===== config.mk =====
export PLATFORM = sky130hd
export DESIGN_NAME = tmr16_byte_bus
export DESIGN_NICKNAME = d
export VERILOG_FILES = /design/src/rtl/tmr_pkg.sv /design/src/rtl/tmr_counter.sv /design/src/rtl/tmr_capture.sv /design/src/rtl/tmr16_byte_bus.sv
export SDC_FILE = /design/constraint.sdc
export NUM_CORES = 1
export LEC_CHECK = 0
export BUFFER_PORTS_ARGS = -buffer_cell sky130_fd_sc_hd__buf_4
export CAP_MARGIN = 20
export CORE_AREA = 10 10 84 86
export CTS_CLUSTER_SIZE = 28
export DETAILED_ROUTE_END_ITERATION = 6
export DIE_AREA = 0 0 94 96
export PLACE_DENSITY_LB_ADDON = 0.05
export SLEW_MARGIN = 10
export SYNTH_ARGS = -nofsm -noshare
export SYNTH_HDL_FRONTEND = slang
export SYNTH_SLANG_ARGS = --single-unit

===== constraint.sdc =====
create_clock -name clk -period 6.8 [get_ports clk]
set_input_delay 1.36 -clock clk [delete_from_list [all_inputs] [get_ports clk]]
set_output_delay 1.36 -clock clk [all_outputs]
set_load 0.02 [all_outputs]

===== src/rtl/tmr_pkg.sv =====
package tmr_pkg;
    localparam int ADDR_W = 3;
    localparam logic [ADDR_W-1:0] A_CNT_LO = 3'd0;
    localparam logic [ADDR_W-1:0] A_CNT_HI = 3'd1;
    localparam logic [ADDR_W-1:0] A_CAP_LO = 3'd2;
    localparam logic [ADDR_W-1:0] A_CAP_HI = 3'd3;
    localparam logic [ADDR_W-1:0] A_CTRL   = 3'd4;
    localparam logic [ADDR_W-1:0] A_FLAGS  = 3'd5;

    typedef enum logic {
        DIR_UP   = 1'b0,
        DIR_DOWN = 1'b1
    } dir_t;
endpackage


===== src/rtl/tmr_counter.sv =====
module tmr_counter
    import tmr_pkg::*;
#(
    parameter int CNT_W = 16
) (
    input  logic             clk,
    input  logic             rst_n,
    input  logic             tick,
    input  logic             updown,
    input  logic             load_en,
    input  logic [CNT_W-1:0] load_val,
    output logic [CNT_W-1:0] cnt,
    output logic             at_top,
    output logic             at_bottom,
    output logic             ovf_evt
);
    localparam logic [CNT_W-1:0] TOP = '1;
    localparam logic [CNT_W-1:0] ONE = CNT_W'(1);

    dir_t             dir_q, dir_d;
    logic [CNT_W-1:0] cnt_q, cnt_d;

    // state register
    always_ff @(posedge clk) begin
        if (!rst_n) begin
            dir_q <= DIR_UP;
            cnt_q <= '0;
        end else begin
            dir_q <= dir_d;
            cnt_q <= cnt_d;
        end
    end

    // next state
    always_comb begin
        dir_d   = dir_q;
        cnt_d   = cnt_q;
        ovf_evt = 1'b0;
        if (!updown) dir_d = DIR_UP;
        if (load_en) begin
            cnt_d = load_val;
        end else if (tick) begin
            if (!updown) begin
                cnt_d = cnt_q + ONE;
                if (cnt_q == TOP) ovf_evt = 1'b1;
            end else begin
                unique case (dir_q)
                    DIR_UP: begin
                        if (cnt_q == TOP) begin
                            cnt_d = cnt_q - ONE;
                            dir_d = DIR_DOWN;
                        end else begin
                            cnt_d = cnt_q + ONE;
                        end
                    end
                    DIR_DOWN: begin
                        if (cnt_q == '0) begin
                            cnt_d = cnt_q + ONE;
                            dir_d = DIR_UP;
                        end else begin
                            cnt_d = cnt_q - ONE;
                            if (cnt_q == ONE) ovf_evt = 1'b1;
                        end
                    end
                endcase
            end
        end
    end

    // outputs
    always_comb begin
        cnt       = cnt_q;
        at_top    = (cnt_q == TOP);
        at_bottom = (cnt_q == '0);
    end

    p_write_wins_r5: assert property (@(posedge clk) disable iff (!rst_n)
        load_en |=> cnt_q == $past(load_val));
    p_hold_no_tick_r4: assert property (@(posedge clk) disable iff (!rst_n)
        (!tick && !load_en) |=> cnt_q == $past(cnt_q));
    p_up_step_r6: assert property (@(posedge clk) disable iff (!rst_n)
        (tick && !load_en && !updown) |=> cnt_q == CNT_W'($past(cnt_q) + ONE));
    p_turn_down_r7: assert property (@(posedge clk) disable iff (!rst_n)
        (tick && !load_en && updown && dir_q == DIR_UP && cnt_q == TOP) |=> dir_q == DIR_DOWN);
endmodule


===== src/rtl/tmr_capture.sv =====
module tmr_capture #(
    parameter int CNT_W = 16
) (
    input  logic             clk,
    input  logic             rst_n,
    input  logic             src_pin,
    input  logic             src_cmp,
    input  logic             use_cmp,
    input  logic             rising,
    input  logic [CNT_W-1:0] cnt,
    output logic [CNT_W-1:0] cap_val,
    output logic             cap_evt
);
    logic             sync1_q, sync2_q, prev_q;
    logic [CNT_W-1:0] cap_q;

    always_ff @(posedge clk) begin
        if (!rst_n) begin
            sync1_q <= 1'b0;
            sync2_q <= 1'b0;
            prev_q  <= 1'b0;
            cap_q   <= '0;
        end else begin
            sync1_q <= use_cmp ? src_cmp : src_pin;
            sync2_q <= sync1_q;
            prev_q  <= sync2_q;
            if (cap_evt) cap_q <= cnt;
        end
    end

    always_comb begin
        cap_evt = rising ? (sync2_q & ~prev_q) : (~sync2_q & prev_q);
        cap_val = cap_q;
    end

    p_capture_r9: assert property (@(posedge clk) disable iff (!rst_n)
        cap_evt |=> cap_q == $past(cnt));
    p_cap_hold_r10: assert property (@(posedge clk) disable iff (!rst_n)
        !cap_evt |=> $stable(cap_q));
endmodule


===== src/rtl/tmr16_byte_bus.sv =====
module tmr16_byte_bus
    import tmr_pkg::*;
#(
    parameter int DATA_W = 8,
    parameter int SEL_W  = 3
) (
    input  logic                   clk,
    input  logic                   rst_n,
    input  logic [(1<<SEL_W)-2:0]  tick_taps,
    input  logic                   cap_pin,
    input  logic                   cmp_out,
    input  logic [ADDR_W-1:0]      bus_addr,
    input  logic                   bus_rd,
    input  logic                   bus_wr,
    input  logic [DATA_W-1:0]      bus_wdata,
    output logic [DATA_W-1:0]      bus_rdata,
    output logic                   at_top,
    output logic                   at_bottom,
    output logic                   ovf_flag,
    output logic                   cap_flag
);
    localparam int CNT_W  = 2 * DATA_W;
    localparam int NSRC   = (1 << SEL_W) - 1;
    localparam int B_MODE = SEL_W;
    localparam int B_EDGE = SEL_W + 1;
    localparam int B_SRC  = SEL_W + 2;

    logic [SEL_W-1:0]  sel_q;
    logic              updown_q, rising_q, usecmp_q;
    logic [DATA_W-1:0] temp_q;
    logic              ovf_q, capf_q;
    logic              tick, load_en, ovf_evt, cap_evt;
    logic [CNT_W-1:0]  cnt, cap_val;

    always_comb begin
        tick = 1'b0;
        for (int i = 0; i < NSRC; i++)
            if (int'(sel_q) == i + 1) tick = tick_taps[i];
    end

    assign load_en = bus_wr && (bus_addr == A_CNT_LO);

    tmr_counter #(.CNT_W(CNT_W)) u_cnt (
        .clk(clk), .rst_n(rst_n), .tick(tick), .updown(updown_q),
        .load_en(load_en), .load_val({temp_q, bus_wdata}),
        .cnt(cnt), .at_top(at_top), .at_bottom(at_bottom), .ovf_evt(ovf_evt)
    );

    tmr_capture #(.CNT_W(CNT_W)) u_cap (
        .clk(clk), .rst_n(rst_n), .src_pin(cap_pin), .src_cmp(cmp_out),
        .use_cmp(usecmp_q), .rising(rising_q), .cnt(cnt),
        .cap_val(cap_val), .cap_evt(cap_evt)
    );

    always_ff @(posedge clk) begin
        if (!rst_n) begin
            sel_q    <= '0;
            updown_q <= 1'b0;
            rising_q <= 1'b0;
            usecmp_q <= 1'b0;
            temp_q   <= '0;
            ovf_q    <= 1'b0;
            capf_q   <= 1'b0;
        end else begin
            if (bus_wr && bus_addr == A_CTRL) begin
                sel_q    <= bus_wdata[SEL_W-1:0];
                updown_q <= bus_wdata[B_MODE];
                rising_q <= bus_wdata[B_EDGE];
                usecmp_q <= bus_wdata[B_SRC];
            end
            if (bus_wr && (bus_addr == A_CNT_HI || bus_addr == A_CAP_HI))
                temp_q <= bus_wdata;
            else if (bus_rd && bus_addr == A_CNT_LO)
                temp_q <= cnt[CNT_W-1:DATA_W];
            else if (bus_rd && bus_addr == A_CAP_LO)
                temp_q <= cap_val[CNT_W-1:DATA_W];
            if (ovf_evt) ovf_q <= 1'b1;
            else if (bus_wr && bus_addr == A_FLAGS && bus_wdata[0]) ovf_q <= 1'b0;
            if (cap_evt) capf_q <= 1'b1;
            else if (bus_wr && bus_addr == A_FLAGS && bus_wdata[1]) capf_q <= 1'b0;
        end
    end

    always_comb begin
        bus_rdata = '0;
        unique case (bus_addr)
            A_CNT_LO: bus_rdata = cnt[DATA_W-1:0];
            A_CNT_HI: bus_rdata = temp_q;
            A_CAP_LO: bus_rdata = cap_val[DATA_W-1:0];
            A_CAP_HI: bus_rdata = temp_q;
            A_CTRL: begin
                bus_rdata[SEL_W-1:0] = sel_q;
                bus_rdata[B_MODE]    = updown_q;
                bus_rdata[B_EDGE]    = rising_q;
                bus_rdata[B_SRC]     = usecmp_q;
            end
            A_FLAGS: begin
                bus_rdata[0] = ovf_q;
                bus_rdata[1] = capf_q;
            end
            default: bus_rdata = '0;
        endcase
        ovf_flag = ovf_q;
        cap_flag = capf_q;
    end

    p_temp_on_low_read_r2: assert property (@(posedge clk) disable iff (!rst_n)
        (bus_rd && !bus_wr && bus_addr == A_CNT_LO) |=> temp_q == $past(cnt[CNT_W-1:DATA_W]));
    p_ovf_set_r6: assert property (@(posedge clk) disable iff (!rst_n)
        ovf_evt |=> ovf_q);
    p_ovf_clear_r12: assert property (@(posedge clk) disable iff (!rst_n)
        (bus_wr && bus_addr == A_FLAGS && bus_wdata[0] && !ovf_evt) |=> !ovf_q);
    p_capf_set_r9: assert property (@(posedge clk) disable iff (!rst_n)
        cap_evt |=> capf_q);
endmodule


==> metrics <==
final setup fails 0; xor-xnor portion of the synthesized cell area 0.0161; clk root buf clkbuf_8; routability cong. about 0.88; Slew @ Worst Pin about 1000 ps; #FFs+latches synth 52; Lkg Pwr about 1.4 nW; type of the worst min-delay path flip-flop to flip-flop; net count after synthesis 421; TritonCTS Buffers 5; most frequent cells in the layout 58 x nor2_1, 56 x mux2i_1, 52 x dfxtp_1, 36 x buf_4, 25 x nand2_1; post-synthesis sequential area ratio 0.318; Die H 96 µm; largest net degree at the start of global routing 40; Avg WL per Cell ~19 µm; clock slew seen by the registers of the worst setup and hold paths approximately 90 ps; Power Density 175 nW/µm²; initial DRC count approximately 250; CTS tree built; nets around 430; Internal 0.445 mW; Top FF cell, synth dfxtp_1; P&R area growth vs syn 8.92%; clk_skew between 10 and 15 ps; Clock Latency Late Sink roughly 310 ps; Final ANT Viol Nets 0; complex-gate fraction of the synthesized area 0.140; Async S/R FF share, synth 0; Starting Density 0.605; commonest non-fill, non-tap cell in the layout nor2_1; grt total ovfl 0; design area 3560 µm²; FF-to-FF Start u_cnt.cnt[1]; # hold bufs at CTS 0; CTS sink cnt between 50 and 60; fillers 479; Worst setup startpoint bus_addr[2]; library cells used by synthesis 52; YS warnings 0; Post-synth EDFFs 0; mux contribution to synthesized area 0.196; Worst Path Required about 5400 ps; crit end category output port; Post-Synth Simple-Gate Area 0.252; Clk pwr share 0.296; Worst Hold Slack 459 ps; Post-Place Cell Area around 3500 µm²; Setup TNS 0 ps; post-CTS setup buffers 0; DRC Markers 0; vias in the first global route about 2800; placed wire-length estimate roughly 6400 µm; Setup CP Type primary input to output port; max capacitance violation total 0; Clock Tree Buf Depth 2; largest family of logic cells by synthesized area simple AND/OR/NAND/NOR gates; Critical Path Fanout Max 22; Tcrit/Tclk final 0.553; Sequential Power Share 0.533; Worst Hold Launch u_cap.sync1_q; post-CTS resize count 0; Worst setup SP type primary input; switching portion of total power 0.285; min Tclk post-route between 3000 and 4000 ps; drt pass-1 iters 5; H-tree depth 2; Comb pwr share 0.171; port bufs 35; RSZ-0062 raised after global routing false; Placeable Area roughly 5400 µm²; Inserted Diodes 0; mean post-synth cell area a little over 8 µm²; switching pwr about 0.18 mW; CP Data Arrival Time 2400 ps; share of cells above drive strength 1 0.164; status finished clean; Layout Utilization 0.659; total track usage 0.200; Synth Instances approximately 390; initial antenna violation count 0; Mapped Area 3270 µm²; fmax 266 MHz; Die ar. 9020 µm²; slew margin rel. 0.330; Tot Pwr 0.622 mW; Adder-Cell Fraction of Synth Area 0.0153; worst-case vdd ir drop between 0.09 and 0.1 mV; final wirelength just under 9000 µm; detailed-route via count about 3000; max-slew violation total from the final report 0; Rows 27; die width about 94 µm; drt via density roughly 6.3; Ports 36; Hold Vio Cnt, Final 0; global-route wire length before repair around 14000 µm
==> power by group through the flow <==
stage / Clock (mW) / Combinational (mW) / Sequential (mW)
2_1_floorplan: 0 / 0.0782 / 0.328
3_3_place_gp: 0 / 0.104 / 0.338
3_5_place_dp: 0 / 0.105 / 0.338
4_1_cts: 0.185 / 0.105 / 0.331
5_1_grt: 0.195 / 0.117 / 0.333
6_report: 0.184 / 0.106 / 0.332
==> cell usage after synthesis, drive strengths merged (3+ instances only) <==
cell,number,share of area
buf,13,0.028
nand3b,5,0.011
xnor2,5,0.013
o221a,7,0.024
and2,8,0.015
dfxtp,52,0.32
a211oi,7,0.016
clkbuf,23,0.026
or4,5,0.014
nor2,58,0.067
o22ai,5,0.0096
ha,4,0.015
nand2,25,0.029
inv,7,0.0080
nand4,13,0.027
o21ai,13,0.020
a21oi,20,0.031
mux2i,56,0.17
mux2,3,0.010
nor3,11,0.017
a31oi,4,0.0077
nor4,10,0.019
nand2b,5,0.0096
nand3,8,0.012
==> final timing paths <==
kind | endpoint | slack, ps | cells after the start
worst min register to register | u_cap.sync2_q | 460 | 1
worst max-delay path | bus_rdata[4] | 3040 | 5
worst min-delay path | u_cap.sync2_q | 460 | 1
worst max register to register | u_cnt.cnt[14] | 3590 | 8
==> final cells by class <==
| cell class | instances | area, µm² | area share |
|---|---|---|---|
| flip-flops and latches | 52 | 1040 | 0.292 |
| clock buffers | 8 | 90.1 | 0.0253 |
| repair buffers | 37 | 285 | 0.0801 |
| well taps | 72 | 90.1 | 0.0253 |
| multi-input cells | 298 | 2030 | 0.570 |
| inverters | 7 | 26.3 | 0.00738 |
==> layer usage <==
layer | up-vias | wire length, µm | track usage
met5 | - | 0 | 0
met4 | 0 | 149 | 0.0608
met3 | 15 | 577 | 0.0412
li1 | 1435 | - | -
met2 | 114 | 4010 | 0.324
met1 | 1403 | 4050 | 0.262
==> critical path, cell delays in order <==
cell and delay, ps:
buf_4 200, nor2b_1 340, a21oi_1 120, o22ai_1 190
buf_4 170
==> flip-flops by register name (all words and copies together) (netlist names) <==
signal and flops:
u_cnt.dir_q 1, u_cap.cap_val 16, u_cap.sync1_q 1, u_cap.sync2_q 1, updown_q 1, usecmp_q 1, u_cap.prev_q 1, cap_flag 1
sel_q 3, rising_q 1, u_cnt.cnt 16, ovf_flag 1, temp_q 8
==> cell families after synthesis <==
logic type | Yosys count
fa+ha+maj | 4
compound gates | 66
flops | 52
simple gates | 161
buf+inv | 43
mux | 61
xor+xnor | 6
==> through the flow <==
| stage | setup WS [ps] | cells |
|---|---|---|
| floorplan | 2650 | 393 |
| global placement | 3070 | 465 |
| detailed placement | 3060 | 465 |
| CTS | 3060 | 473 |
| global route | 2900 | 474 |
| finish | 3040 | 474 |
(Power assumes the default switching activity.)
